File: src/rtl/pdc_pkg.sv
package pdc_pkg;

   typedef enum logic [1:0] {
      PM_RUN  = 2'd0,
      PM_IDLE = 2'd1,
      PM_DOWN = 2'd2,
      PM_WAKE = 2'd3
   } pm_state_e;

   typedef struct packed {
      logic strobe_ovr;
      logic strobe_lvl;
      logic p0_hiz;
      logic p2_addr;
      logic p2_latch;
   } pin_ovr_t;

   localparam int unsigned PIN_OVR_W = $bits(pin_ovr_t);

endpackage

File: src/rtl/pdc_rst_qual.sv
module pdc_rst_qual #(
   parameter int unsigned OSC_PER_MC  = 12,
   parameter int unsigned RST_MCYCLES = 2,
   parameter int unsigned SYNC_STAGES = 0
) (
   input  logic clk,
   input  logic por_n,
   input  logic rst_pin_i,
   output logic pin_hi_o,
   output logic int_rst_o
);

   localparam int unsigned LIMIT = OSC_PER_MC * RST_MCYCLES;
   localparam int unsigned CNT_W = $clog2(LIMIT + 1);
   localparam logic [CNT_W-1:0] LIMIT_C = CNT_W'(LIMIT);

   logic             pin_s;
   logic [CNT_W-1:0] hi_cnt;

   generate
      if (SYNC_STAGES == 0) begin : g_nosync
         assign pin_s = rst_pin_i;
      end else begin : g_sync
         logic [SYNC_STAGES-1:0] sh;
         always_ff @(posedge clk or negedge por_n) begin
            if (!por_n) begin
               sh <= '0;
            end else begin
               sh[0] <= rst_pin_i;
               for (int i = 1; i < SYNC_STAGES; i++) begin
                  sh[i] <= sh[i-1];
               end
            end
         end
         assign pin_s = sh[SYNC_STAGES-1];
      end
   endgenerate

   always_ff @(posedge clk or negedge por_n) begin
      if (!por_n) begin
         hi_cnt <= '0;
      end else if (!pin_s) begin
         hi_cnt <= '0;
      end else if (hi_cnt != LIMIT_C) begin
         hi_cnt <= hi_cnt + 1'b1;
      end
   end

   assign pin_hi_o  = pin_s;
   assign int_rst_o = (hi_cnt == LIMIT_C);

endmodule

File: src/rtl/pdc_mode_fsm.sv
module pdc_mode_fsm
   import pdc_pkg::*;
(
   input  logic      clk,
   input  logic      por_n,
   input  logic      int_rst_i,
   input  logic      pin_hi_i,
   input  logic      pin_raw_i,
   input  logic      mode_wr_i,
   input  logic      idle_bit_i,
   input  logic      pd_bit_i,
   input  logic      irq_i,
   input  logic      ram_wr_i,
   output pm_state_e state_o,
   output logic      cpu_clk_en_o,
   output logic      periph_clk_en_o,
   output logic      osc_en_o,
   output logic      ram_wr_ok_o
);

   pm_state_e st_q, st_d;

   always_comb begin
      st_d = st_q;
      if (int_rst_i) begin
         st_d = PM_RUN;
      end else begin
         unique case (st_q)
            PM_RUN: begin
               if (mode_wr_i && pd_bit_i)        st_d = PM_DOWN;
               else if (mode_wr_i && idle_bit_i) st_d = PM_IDLE;
            end
            PM_IDLE: begin
               if (pin_hi_i)   st_d = PM_WAKE;
               else if (irq_i) st_d = PM_RUN;
            end
            PM_DOWN: st_d = PM_DOWN;
            PM_WAKE: begin
               if (!pin_hi_i) st_d = PM_RUN;
            end
            default: st_d = PM_RUN;
         endcase
      end
   end

   always_ff @(posedge clk or negedge por_n) begin
      if (!por_n) st_q <= PM_RUN;
      else        st_q <= st_d;
   end

   assign state_o         = st_q;
   assign cpu_clk_en_o    = (st_q == PM_RUN) || (st_q == PM_WAKE);
   assign periph_clk_en_o = (st_q != PM_DOWN);
   assign osc_en_o        = (st_q != PM_DOWN) || pin_raw_i;
   assign ram_wr_ok_o     = ram_wr_i && (st_q != PM_WAKE);

endmodule

File: src/rtl/pdc_pin_ovr.sv
module pdc_pin_ovr
   import pdc_pkg::*;
(
   input  pm_state_e state_i,
   input  logic      ext_code_i,
   output pin_ovr_t  ovr_o
);

   always_comb begin
      ovr_o = '0;
      unique case (state_i)
         PM_IDLE: begin
            ovr_o.strobe_ovr = 1'b1;
            ovr_o.strobe_lvl = 1'b1;
            ovr_o.p0_hiz     = ext_code_i;
            ovr_o.p2_addr    = ext_code_i;
         end
         PM_DOWN: begin
            ovr_o.strobe_ovr = 1'b1;
            ovr_o.strobe_lvl = 1'b0;
            ovr_o.p0_hiz     = ext_code_i;
            ovr_o.p2_latch   = ext_code_i;
         end
         default: ovr_o = '0;
      endcase
   end

endmodule

File: src/rtl/pwr_mode_ctrl.sv
module pwr_mode_ctrl
   import pdc_pkg::*;
#(
   parameter int unsigned OSC_PER_MC  = 12,
   parameter int unsigned RST_MCYCLES = 2,
   parameter int unsigned SYNC_STAGES = 0,
   parameter bit          REG_OVR     = 1'b0
) (
   input  logic       clk,
   input  logic       por_n,
   input  logic       rst_pin_i,
   input  logic       mode_wr_i,
   input  logic       idle_bit_i,
   input  logic       pd_bit_i,
   input  logic       irq_i,
   input  logic       ext_code_i,
   input  logic       ram_wr_i,
   output logic       int_rst_o,
   output logic [1:0] mode_o,
   output logic       cpu_clk_en_o,
   output logic       periph_clk_en_o,
   output logic       osc_en_o,
   output logic       ram_wr_ok_o,
   output logic       strobe_ovr_o,
   output logic       strobe_lvl_o,
   output logic       p0_hiz_o,
   output logic       p2_addr_o,
   output logic       p2_latch_o
);

   generate
      if (OSC_PER_MC < 1) begin : g_bad_mc
         $error("OSC_PER_MC must be at least 1");
      end
      if (RST_MCYCLES < 1) begin : g_bad_rc
         $error("RST_MCYCLES must be at least 1");
      end
      if (SYNC_STAGES > 4) begin : g_bad_sync
         $error("SYNC_STAGES must not exceed 4");
      end
   endgenerate

   logic      pin_hi;
   logic      int_rst;
   pm_state_e state;
   pin_ovr_t  ovr_c;
   pin_ovr_t  ovr_out;

   pdc_rst_qual #(
      .OSC_PER_MC (OSC_PER_MC),
      .RST_MCYCLES(RST_MCYCLES),
      .SYNC_STAGES(SYNC_STAGES)
   ) u_qual (
      .clk      (clk),
      .por_n    (por_n),
      .rst_pin_i(rst_pin_i),
      .pin_hi_o (pin_hi),
      .int_rst_o(int_rst)
   );

   pdc_mode_fsm u_fsm (
      .clk            (clk),
      .por_n          (por_n),
      .int_rst_i      (int_rst),
      .pin_hi_i       (pin_hi),
      .pin_raw_i      (rst_pin_i),
      .mode_wr_i      (mode_wr_i),
      .idle_bit_i     (idle_bit_i),
      .pd_bit_i       (pd_bit_i),
      .irq_i          (irq_i),
      .ram_wr_i       (ram_wr_i),
      .state_o        (state),
      .cpu_clk_en_o   (cpu_clk_en_o),
      .periph_clk_en_o(periph_clk_en_o),
      .osc_en_o       (osc_en_o),
      .ram_wr_ok_o    (ram_wr_ok_o)
   );

   pdc_pin_ovr u_ovr (
      .state_i   (state),
      .ext_code_i(ext_code_i),
      .ovr_o     (ovr_c)
   );

   generate
      if (REG_OVR) begin : g_ovr_reg
         pin_ovr_t ovr_q;
         always_ff @(posedge clk or negedge por_n) begin
            if (!por_n) ovr_q <= '0;
            else        ovr_q <= ovr_c;
         end
         assign ovr_out = ovr_q;
      end else begin : g_ovr_comb
         assign ovr_out = ovr_c;
      end
   endgenerate

   assign int_rst_o    = int_rst;
   assign mode_o       = state;
   assign strobe_ovr_o = ovr_out.strobe_ovr;
   assign strobe_lvl_o = ovr_out.strobe_lvl;
   assign p0_hiz_o     = ovr_out.p0_hiz;
   assign p2_addr_o    = ovr_out.p2_addr;
   assign p2_latch_o   = ovr_out.p2_latch;

endmodule

File: config.mk
export PLATFORM = sky130hd
export DESIGN_NAME = pwr_mode_ctrl
export DESIGN_NICKNAME = d
export VERILOG_FILES = /design/src/rtl/pdc_pkg.sv /design/src/rtl/pdc_rst_qual.sv /design/src/rtl/pdc_mode_fsm.sv /design/src/rtl/pdc_pin_ovr.sv /design/src/rtl/pwr_mode_ctrl.sv
export SDC_FILE = /design/constraint.sdc
export NUM_CORES = 1
export LEC_CHECK = 0
export BUFFER_PORTS_ARGS = -buffer_cell sky130_fd_sc_hd__buf_2
export CORE_AREA = 2 2 39 41
export DETAILED_ROUTE_END_ITERATION = 12
export DIE_AREA = 0 0 41 43
export PLACE_DENSITY_LB_ADDON = 0.25
export SLEW_MARGIN = 5
export SYNTH_ARGS = -nofsm -noshare
export SYNTH_HDL_FRONTEND = slang
export SYNTH_SLANG_ARGS = --single-unit
File: constraint.sdc
create_clock -name clk -period 1.7 [get_ports clk]
set_clock_uncertainty 0.05 [all_clocks]
set_input_delay 0.34 -clock clk [delete_from_list [all_inputs] [get_ports clk]]
set_output_delay 0.34 -clock clk [all_outputs]
set_load 0.005 [all_outputs]
# Word level (Yosys, flattened, before mapping)
# Cells that the tools add are included.
[word_totals] n_memories=0 ff_bits=7 elab_cells=33 out_inout_bits=12 latchBits=0 mem_bits_rw=0 rom_bits=0 inputBits=9
[classes] n_lt_le_gt_ge=0 div_mod_pow=0 n_mux=12 add_sub_neg=1 n_shift=0 n_reduce_logical=7 n_eq_ne=11 mul=0 bitwise_logic=0
[ops] op="2-bit two-way mux" count=6
[ops] op="5-bit two-way mux" count=2
[ops] op="2-bit one-hot mux with 4 select lines" count=1
[ops] op="3-bit one-hot mux with 2 select lines" count=1
[ops] op="5-bit by 1-bit adder with 5-bit output, second input constant" count=1
[ops] op="5-bit equality test, second input constant" count=1
[ops] op="5-bit inequality test, second input constant" count=1
[ops] op="2-bit equality test, second input constant" count=2
[ops] op="2-bit inequality test, second input constant" count=2
[ops] op="4-bit by 2-bit inequality test with 1-bit output, second input constant" count=1
[ops] op="4-bit inequality test, second input constant" count=1
[ops] op="1-bit logical AND" count=3
[ops] op="3-bit inequality test, second input constant" count=1
[ops] op="3-bit AND reduction" count=1
[ops] op="2-bit by 1-bit equality test with 1-bit output, second input constant" count=1
[ops] op="2-bit logical NOT" count=1
[ops] op="1-bit logical OR" count=2
[ops] op="1-bit two-way mux" count=2
[ops] op="2-bit by 1-bit inequality test with 1-bit output, second input constant" count=1

# Depth between registers and ports, before layout
# Gate-level depths: netlist of the first run.
[logic_depth] ltp_word=5 depth_mapped=5 depth_no_buf=5

# By module
# A second synthesis of the first run with hierarchy kept.
[unflattened] hier_cells=62 hier_area_um2=610.6
[by_module_without_submodules] module="pdc_rst_qual" seq_area_each_um2=125.1 cells_each=28 area_each_um2=295.3 instances=1
[by_module_without_submodules] module="pdc_mode_fsm" seq_area_each_um2=50.0 cells_each=25 area_each_um2=242.7 instances=1
[by_module_without_submodules] module="pdc_pin_ovr" seq_area_each_um2=0.0 cells_each=9 area_each_um2=72.6 instances=1

# Least setup slack after synthesis of the first run
# Ideal clock, no wire load.
[synth_path] kind="flip-flop to flip-flop" start="register u_fsm.st_q[1] (netlist: u_fsm.state_o[1])" end="register u_fsm.st_q[0] (netlist: u_fsm.state_o[0])" t_arrival_ns=1.390 path_slack_ns=0.135 stages_incl_launch_ff=6 synth_period_minus_slack_ns=1.565 path_buffers=0 setup_time_ns=0.125 required_time_ns=1.525 path_cell_list="dfrtp_1 inv_1 ha_1 nor3b_4 a221oi_4 mux2_4"
[synth_between] elab_chain_len=3 elab_cells_between_ends=10 cone_classes="6 x eq/ne; 2 x mux; 2 x reduce/logical"
[synth_rtl] item="start, declared" line="pdc_mode_fsm.sv:21" source="pm_state_e st_q, st_d;"
[synth_rtl] item="start signal, assigned" line="pdc_mode_fsm.sv:48" source="else st_q <= st_d;"
[synth_rtl] item="2-bit by 1-bit equality test with 1-bit output, or another cell as far along" line="pdc_mode_fsm.sv:28" source="unique case (st_q)"
[synth_rtl] item="4-bit inequality test (no line), or another cell as far along"
[synth_rtl] item="3-bit AND reduction (no line) / 2-bit two-way mux (equally long branches)"
# Several ways; a longest one is shown, not always the timed one.
# A chain may end at the register's enable or synchronous reset.

# Final worst setup path of the first run
[layout_path] start="register u_fsm.st_q[0] (netlist: u_fsm.state_o[0])" end="output port p0_hiz_o"
[layout_between] elab_chain_len=2 elab_cells_between_ends=3 cone_classes="2 x eq/ne; 1 x mux"
[layout_rtl] item="2-bit equality test / 2-bit by 1-bit equality test with 1-bit output (equally long branches)" line="pdc_pin_ovr.sv:11" source="unique case (state_i)"
[layout_rtl] item="3-bit one-hot mux with 2 select lines *" line="pdc_pin_ovr.sv:11"
[layout_rtl] item="end, declared" line="pwr_mode_ctrl.sv:26" source="output logic p0_hiz_o,"
# Every way passes the cells marked *; elsewhere a longest branch is shown, timed or not.

==> flow_metrics.env, run 1 <==
export IMPL_critical_path_class="flop to output port"
export IMPL_cap_violations=0
export IMPL_drtIter0Drc=6
export IMPL_port_buffers=20
export IMPL_cp_required_ns=1.31
export IMPL_drtPass1Iterations=4
export IMPL_hp_class="input pin to asynchronous set/reset pin"
export IMPL_clock_latency_ns=0.26
export IMPL_vias=497
export IMPL_fillers=121
export IMPL_avgRoutedWirePerCell_um=12.1
export IMPL_drc=0
export IMPL_clock_sinks=7
export IMPL_path_max_fanout=4
export IMPL_gr_total_overflow=0
export IMPL_max_freq_mhz=582
export IMPL_die_h_um=43
export IMPL_ios=21
export IMPL_yosysWarnings=0
export IMPL_finalCritPeriodShare_pct=101
export IMPL_final_common_cell="buf_2"
export IMPL_status="complete, but fails checks"
export IMPL_final_cell_mix="20 x buf_2, 7 x buf_4, 6 x dfrtp_1"
export IMPL_first_global_vias=475
export IMPL_grt_pass1_wl_um=1990
export IMPL_antenna_found_initial=0
export IMPL_finalHoldViolCount=0
export IMPL_rows=14
export IMPL_path_cells="inv_4, ha_4, and2_4, o21a_1, buf_2"
export IMPL_slowest_delay_ns=0.44
export IMPL_start_util_pct=42.2
export IMPL_clock_root_buffer="clkbuf_4"
export IMPL_min_period_ns=1.72
export IMPL_critPathCaptureType="output port"
export IMPL_coreArea_um2=1380
export IMPL_multi_input_area_um2=404
export IMPL_tightest_slew_ns=0.279
export IMPL_r2r_slack_ns=0.05
export IMPL_violations="setup timing"
export IMPL_cts_max_path_buffers=2
export IMPL_worst_slack_ns=-0.0173
export IMPL_post_dp_hpwl_um=864
export IMPL_cts_htree_levels=1
export IMPL_area_growth_syn_to_layout_pct=43.9
export IMPL_power_density_nw_per_um2=1390
export IMPL_regArea_um2=176
export IMPL_grt_usage_pct=16.9
export IMPL_crit_path_top_delay_cell="dfrtp_2"
export IMPL_critPathBufInv=2
export IMPL_slew_viol_final=0
export IMPL_fin_total_pwr_w=0.00117
export IMPL_vdd_drop_max_v=0.000694
export IMPL_dieArea_um2=1760
export IMPL_avgViaCountPerCell=4.87
export IMPL_syn_nets=70
export IMPL_synth_seq_cells=7
export IMPL_post_route_util_pct=60.8
export IMPL_syn_avg_cell_area_um2=11.0
export IMPL_drive_gt1_share_pct=54.7
export IMPL_gp_congestion=0.736
export IMPL_cts_tree="yes"
export IMPL_path_delay_family="flip-flops"
export IMPL_numCtsBuffers=3
export IMPL_ys_async_sr_fraction_pct=100
export IMPL_rsz0062_at_grt="true"
export IMPL_clk_pin_slew_worst_paths_ns=0.06
export IMPL_synthCells=53
export IMPL_setup_viol=1
export IMPL_leakage_nw=0.463
export IMPL_die_w_um=41
export IMPL_ys_seq_area_share_pct=30.0
export IMPL_synthFlopType="dfrtp_1"
export IMPL_ys_types=24
export IMPL_grt_max_degree=11
export IMPL_netlist_area_um2=584
export IMPL_synth_edf_count=0
export IMPL_worstSetupStartpointType="flop"
export IMPL_diodes=0
export IMPL_relSlewSlack_pct=81.4
export IMPL_critPathArrivalTime_ns=1.33
export IMPL_drtAntennaViolNets=0
export IMPL_fin_nets=104
export IMPL_finalWirelength_um=1230
report_power, final:
part / switching, W / internal [W]
clock network: 0.0000634 / 0.0000897
registers: 0.0000433 / 0.000200
logic: 0.000320 / 0.000450
Yosys cell counts (2+ instances only):
| cell type | instances | share of area [%] |
|---|---|---|
| nor2b_1 | 2 | 2.1 |
| nand3_1 | 3 | 2.6 |
| dfrtp_1 | 7 | 30 |
| and2_1 | 5 | 5.4 |
| xnor2_1 | 3 | 4.5 |
| inv_1 | 7 | 4.5 |
| ha_1 | 8 | 17 |
| mux2i_1 | 2 | 3.4 |
cell families (layout without fill, tap and decap cells):
group           Yosys count  after routing  synth area share (%)
buf+inv                   8             41                  6.42
xor+xnor                  4              4                  6.00
simple gates             17             17                  22.7
compound gates            6              6                  11.8
mux                       3              3                  6.00
flops                     7              7                  30.0
fa+ha+maj                 8              8                  17.1
final cells by class:
type / instances / share of cell area (%)
multi-input cells: 38 / 48.1
repair buffers: 30 / 22.0
flip-flops and latches: 7 / 21.0
inverters: 7 / 3.42
clock buffers: 4 / 3.13
well taps: 16 / 2.38
final timing paths:
| check | startpoint | endpoint | cells after the start |
|---|---|---|---|
| min in group clk | rst_pin_i | u_qual.hi_cnt[3] | 2 |
| min reg2reg | u_qual.hi_cnt[1] | u_qual.hi_cnt[1] | 2 |
| min | por_n | u_qual.hi_cnt[4] | 2 |
| max in group asynchronous | por_n | u_fsm.state_o[0] | 2 |
| max | u_fsm.state_o[0] | p0_hiz_o | 5 |
| max reg2reg | u_fsm.state_o[0] | u_fsm.state_o[0] | 5 |
through the flow:
step | area (um^2) | setup WS, ns | cells | TNS [ns] | hold slack, ns
finish | 841 | -0.0173 | 102 | -0.0173 | 0.392
global route | 841 | -0.0813 | 102 | -0.149 | 0.405
CTS | 815 | -0.0233 | 100 | -0.0441 | 0.397
detailed placement | 701 | 0.0327 | 89 | 0 | 0.133
global placement | 701 | 0.108 | 89 | 0 | 0.134
floorplan | 584 | 0.135 | 53 | 0 | -0.00559
metal layers:
| layer | share of wire, % | wire length, um | track usage (%) |
|---|---|---|---|
| met4 | 1.8 | 22 | 6.67 |
| met2 | 49 | 606 | 25.0 |
| met1 | 42 | 514 | 20.5 |
| met3 | 7.1 | 88 | 7.85 |
| met5 | 0 | 0 | 0 |
sequential cells by signal (all words and copies together) (netlist names):
register / cells
u_qual.hi_cnt: 5
u_fsm.state_o: 2
worst reg2reg max path, cell delays in order, from the launching register on:
cell	delay (ns)
dfrtp_2	0.46
ha_4	0.19
buf_6	0.11
nor3b_4	0.15
a221oi_4	0.25
mux2_4	0.32
what timing repair did:
action | CTS | global route
pin swaps | 1 | 3
setup buffers | 6 | 2
endpoints found under the setup margin | 6 | 4
cloned | 0 | 0
hold endpoints to repair | 7 | 0
gates resized for setup | 9 | 4
hold buffers | 1 | 0
Note: power is estimated with default switching activity, not from simulation.
==> run 2, diff against run 1 <==
--- a/config.mk
+++ b/config.mk
@@ -10,6 +10,7 @@
 export DETAILED_ROUTE_END_ITERATION = 12
 export DIE_AREA = 0 0 41 43
 export PLACE_DENSITY_LB_ADDON = 0.25
+export SETUP_SLACK_MARGIN = 0.4
 export SLEW_MARGIN = 5
 export SYNTH_ARGS = -nofsm -noshare
 export SYNTH_HDL_FRONTEND = slang
==> flow_metrics.env, run 2 (synthesis gave the netlist of run 1 again) <==
export IMPL_status="complete, but fails checks"
export IMPL_violations="setup timing"
export IMPL_drive_gt1_share_pct=67.0
export IMPL_slew_viol_final=0
export IMPL_gr_total_overflow=0
export IMPL_start_util_pct=42.2
export IMPL_critPathCaptureType="output port"
export IMPL_coreArea_um2=1380
export IMPL_setup_viol=1
export IMPL_final_common_cell="buf_2"
export IMPL_grt_util_met1_pct=23.0
export IMPL_multi_input_area_um2=437
export IMPL_clock_root_buffer="clkbuf_4"
export IMPL_finalWirelength_um=1410
export IMPL_final_cells=110
export IMPL_clock_sinks=7
export IMPL_clock_latency_ns=0.26
export IMPL_gp_congestion=0.746
export IMPL_worstSetupStartpointType="flop"
export IMPL_first_global_vias=537
export IMPL_reg2reg_from="u_fsm.state_o[1]"
export IMPL_preCtsSetupSlack_ns=0.0928
export IMPL_cp_required_ns=1.31
export IMPL_avgRoutedWirePerCell_um=12.8
export IMPL_die_w_um=41
export IMPL_finalSetupTns_ns=-0.0183
export IMPL_worstReg2RegEnd="u_fsm.state_o[0]"
export IMPL_die_h_um=43
export IMPL_critPathArrivalTime_ns=1.33
export IMPL_finalHoldViolCount=0
export IMPL_drtIter0Drc=10
export IMPL_grt_usage_pct=18.4
export IMPL_grt_busiest_layer="met2"
export IMPL_cap_violations=0
export IMPL_dieArea_um2=1760
export IMPL_leakage_nw=0.507
export IMPL_cts_tree="yes"
export IMPL_vdd_drop_max_v=0.000811
export IMPL_cts_htree_levels=1
export IMPL_regMostFlops="u_qual.hi_cnt"
export IMPL_fin_total_pwr_w=0.00131
export IMPL_relSlewSlack_pct=84.1
export IMPL_finalCritPeriodShare_pct=101
export IMPL_min_period_ns=1.72
export IMPL_diodes=0
export IMPL_clk_pin_slew_worst_paths_ns=0.06
export IMPL_final_cell_mix="18 x buf_2, 14 x buf_4, 5 x buf_6, 5 x dfrtp_1"
export IMPL_r2r_slack_ns=0.06
export IMPL_post_dp_hpwl_um=886
export IMPL_vias=526
export IMPL_cts_max_path_buffers=2
export IMPL_placed_cell_area_um2=714
export IMPL_hp_class="input pin to asynchronous set/reset pin"
export IMPL_grt_met2_usage_pct=29.4
export IMPL_numCtsBuffers=3
export IMPL_avgViaCountPerCell=4.78
export IMPL_finish_instance_area_um2=953
export IMPL_drtAntennaViolNets=0
export IMPL_grt_max_degree=11
export IMPL_antenna_found_initial=0
export IMPL_grtUsageMet3_pct=4.71
export IMPL_drtPass1Iterations=4
export IMPL_area_growth_syn_to_layout_pct=63.2
export IMPL_max_freq_mhz=582
export IMPL_critical_path_class="flop to output port"
export IMPL_rr_worst_depth=6
export IMPL_drc=0
export IMPL_power_density_nw_per_um2=1370
export IMPL_port_buffers=20
export IMPL_grt_pass1_wl_um=2210
export IMPL_tightest_slew_ns=0.237
export IMPL_fin_nets=112
export IMPL_placed_cells=89
export IMPL_regArea_um2=178
export IMPL_rows=14
export IMPL_rsz0062_at_grt="true"
export IMPL_ios=21
export IMPL_largest_reg_flops=5
export IMPL_path_max_fanout=4
export IMPL_worst_slack_ns=-0.0183
export IMPL_fillers=101
==> run 2: cell count changes in the layout (fill, tap and decap cells not counted), sizes merged <==
cell / before / now
buf: 29 / 37
==> run 2: repair_timing <==
item                                    in CTS  in global routing
cloned                                       0                  0
gates resized for setup                     14                  9
hold buffers                                 1                  0
setup buffers                               12                  4
endpoints found under the setup margin      15                 14
endpoints found under the hold margin        7                  0
pin swaps                                    4                  1
==> run 2: final cells by class <==
class | instances | share of cell area (%)
clock buffers | 4 | 2.76
multi-input cells | 38 | 45.8
flip-flops and latches | 7 | 18.6
inverters | 7 | 3.28
repair buffers | 38 | 27.4
well taps | 16 | 2.10
==> run 2: power by group <==
part           switching (W)  internal, W  leakage, nW  total [W]
logic               0.000348     0.000540        0.402   0.000889
clock network      0.0000674    0.0000900       0.0150   0.000157
registers          0.0000591     0.000202       0.0895   0.000262
total               0.000475     0.000833        0.507    0.00131
==> run 2: critical path, cell delays in order (launching register included) <==
cell     delay (ns)
dfrtp_2        0.44
inv_4          0.07
ha_4           0.17
and2_4         0.14
o21a_1         0.15
buf_2          0.12
==> run 2: worst max path at each step <==
stage	from	end	slack, ns	cells after the start
final	u_fsm.state_o[1]	p0_hiz_o	-0.02	5
after global routing	u_fsm.state_o[1]	p0_hiz_o	-0.08	5
after CTS	u_fsm.state_o[1]	p0_hiz_o	-0.01	5
after detailed placement	u_fsm.state_o[1]	u_fsm.state_o[0]	0.09	5
after global placement	u_fsm.state_o[1]	u_fsm.state_o[0]	0.12	5
after floorplan	u_fsm.state_o[1]	u_fsm.state_o[0]	0.20	5
==> run 2: per-stage QoR <==
stage	util [%]	hold slack (ns)
finish	68.9	0.399
global route	68.9	0.401
CTS	63.7	0.404
detailed placement	51.6	0.137
global placement	51.6	0.133
floorplan	-	-0.00559
==> run 2: layer usage <==
metal	wire (um)	up-vias	share of wire [%]
met5	0	-	0
met4	0	0	0
met3	46	0	3.3
met2	714	16	51
met1	644	246	46
li1	-	264	-
==> run 3, diff against run 2 <==
--- a/config.mk
+++ b/config.mk
@@ -9,7 +9,7 @@
 export CORE_AREA = 2 2 39 41
 export DETAILED_ROUTE_END_ITERATION = 12
 export DIE_AREA = 0 0 41 43
-export PLACE_DENSITY_LB_ADDON = 0.25
+export PLACE_DENSITY = 0.72
 export SETUP_SLACK_MARGIN = 0.4
 export SLEW_MARGIN = 5
 export SYNTH_ARGS = -nofsm -noshare
==> flow_metrics.env, run 3 (synthesis gave the netlist of run 1 again) <==
export IMPL_worst_slack_ns=-0.0757
export IMPL_avgRoutedWirePerCell_um=14.6
export IMPL_status="complete, but fails checks"
export IMPL_min_period_ns=1.78
export IMPL_critPathCaptureType="output port"
export IMPL_relSlewSlack_pct=83.2
export IMPL_gr_total_overflow=0
export IMPL_finalWirelength_um=1520
export IMPL_drtIter0Drc=6
export IMPL_grt_max_degree=11
export IMPL_grt_usage_pct=21.6
export IMPL_critPathArrivalTime_ns=1.39
export IMPL_drive_gt1_share_pct=63.6
export IMPL_setup_viol=3
export IMPL_max_freq_mhz=563
export IMPL_clock_root_buffer="clkbuf_4"
export IMPL_cts_max_path_buffers=2
export IMPL_cp_required_ns=1.31
export IMPL_clk_pin_slew_worst_paths_ns=0.05
export IMPL_power_density_nw_per_um2=1430
export IMPL_final_cell_mix="15 x buf_2, 10 x buf_6, 6 x buf_4"
export IMPL_vdd_drop_max_v=0.000965
export IMPL_start_util_pct=42.2
export IMPL_cap_violations=0
export IMPL_final_common_cell="buf_2"
export IMPL_dieArea_um2=1760
export IMPL_die_h_um=43
export IMPL_fin_nets=106
export IMPL_first_global_vias=505
export IMPL_ios=21
export IMPL_diodes=0
export IMPL_coreArea_um2=1380
export IMPL_worstSetupStartpointType="flop"
export IMPL_rr_worst_depth=6
export IMPL_die_w_um=41
export IMPL_vias=512
export IMPL_slew_viol_final=0
export IMPL_port_buffers=20
export IMPL_drc=0
export IMPL_whs_ns=0.388
export IMPL_antenna_found_initial=0
export IMPL_finalHoldViolCount=0
export IMPL_violations="setup timing"
export IMPL_cts_htree_levels=1
export IMPL_hp_class="input pin to asynchronous set/reset pin"
export IMPL_post_dp_hpwl_um=904
export IMPL_post_route_util_pct=67.2
export IMPL_grt_pass1_wl_um=2390
export IMPL_cts_tree="yes"
export IMPL_rsz0062_at_grt="true"
export IMPL_drtAntennaViolNets=0
export IMPL_tightest_slew_ns=0.252
export IMPL_rows=14
export IMPL_finalCritPeriodShare_pct=104
export IMPL_clock_sinks=7
export IMPL_avgViaCountPerCell=4.92
export IMPL_numCtsBuffers=3
export IMPL_regMostFlops="u_qual.hi_cnt"
export IMPL_path_max_fanout=4
export IMPL_area_growth_syn_to_layout_pct=59.1
export IMPL_drtPass1Iterations=3
export IMPL_leakage_nw=0.484
export IMPL_gp_congestion=0.772
export IMPL_largest_reg_flops=5
export IMPL_clock_latency_ns=0.26
export IMPL_critical_path_class="flop to output port"
## run 3: changes by cell type in the layout (fill, tap and decap cells not counted), sizes merged
cell  delta
buf      -6
## run 3: repair_timing
action,CTS,global route
resized for setup,17,9
setup endpoints to repair,14,17
endpoints found under the hold margin,7,0
hold buffers,1,0
pin swaps,4,0
setup buffers,9,2
## run 3: path summary, 6_finish.rpt
kind / slack (ns) / to / startpoint
max: -0.08 / p0_hiz_o / u_fsm.state_o[0]
min: 0.39 / u_qual.hi_cnt[2] / por_n
max reg2reg: -0.03 / u_fsm.state_o[0] / u_fsm.state_o[0]
min reg2reg: 0.59 / u_fsm.state_o[1] / u_fsm.state_o[1]
max in group asynchronous: 1.04 / u_fsm.state_o[1] / por_n
min in group clk: 0.41 / u_qual.hi_cnt[0] / rst_pin_i
## run 3: per-layer routing
layer	share of wire, %	GRT usage (%)	wire length, um
met1	44	25.0	661
met5	0	0	0
met4	3.2	16.0	48
met2	50	31.9	755
met3	3.2	6.28	49
## run 3: through the flow
step / TNS, ns / area [um^2] / worst slack, ns / total power (W) / std cells
after floorplan: 0 / 598 / 0.201 / 0.000632 / 53
after global placement: 0 / 707 / 0.108 / 0.000812 / 88
after detailed placement: 0 / 707 / 0.0737 / 0.000834 / 88
after CTS: -0.0743 / 875 / -0.0619 / 0.00123 / 102
after global routing: -0.342 / 930 / -0.113 / 0.00142 / 104
final: -0.141 / 930 / -0.0757 / 0.00133 / 104
## run 3: worst max-delay path, stage by stage, from the launching register on
cell and delay, ns:
dfrtp_2 0.43, buf_6 0.14, ha_4 0.15, and2_4 0.13, o21a_1 0.15, buf_2 0.12
## run 3: cell type report
| cell class | instances | area (um^2) |
|---|---|---|
| clock buffers | 4 | 26.3 |
| fillers | 108 | 454 |
| inverters | 7 | 28.8 |
| multi-input cells | 38 | 434 |
| flip-flops and latches | 7 | 178 |
| well taps | 16 | 20.0 |
| repair buffers | 32 | 243 |
## run 3: power breakdown
part,switching (W),internal (W),leakage (nW)
Sequential,0.0000465,0.000203,0.0895
Combinational,0.000367,0.000551,0.380
Clock,0.0000687,0.0000900,0.0150
Total,0.000483,0.000844,0.484
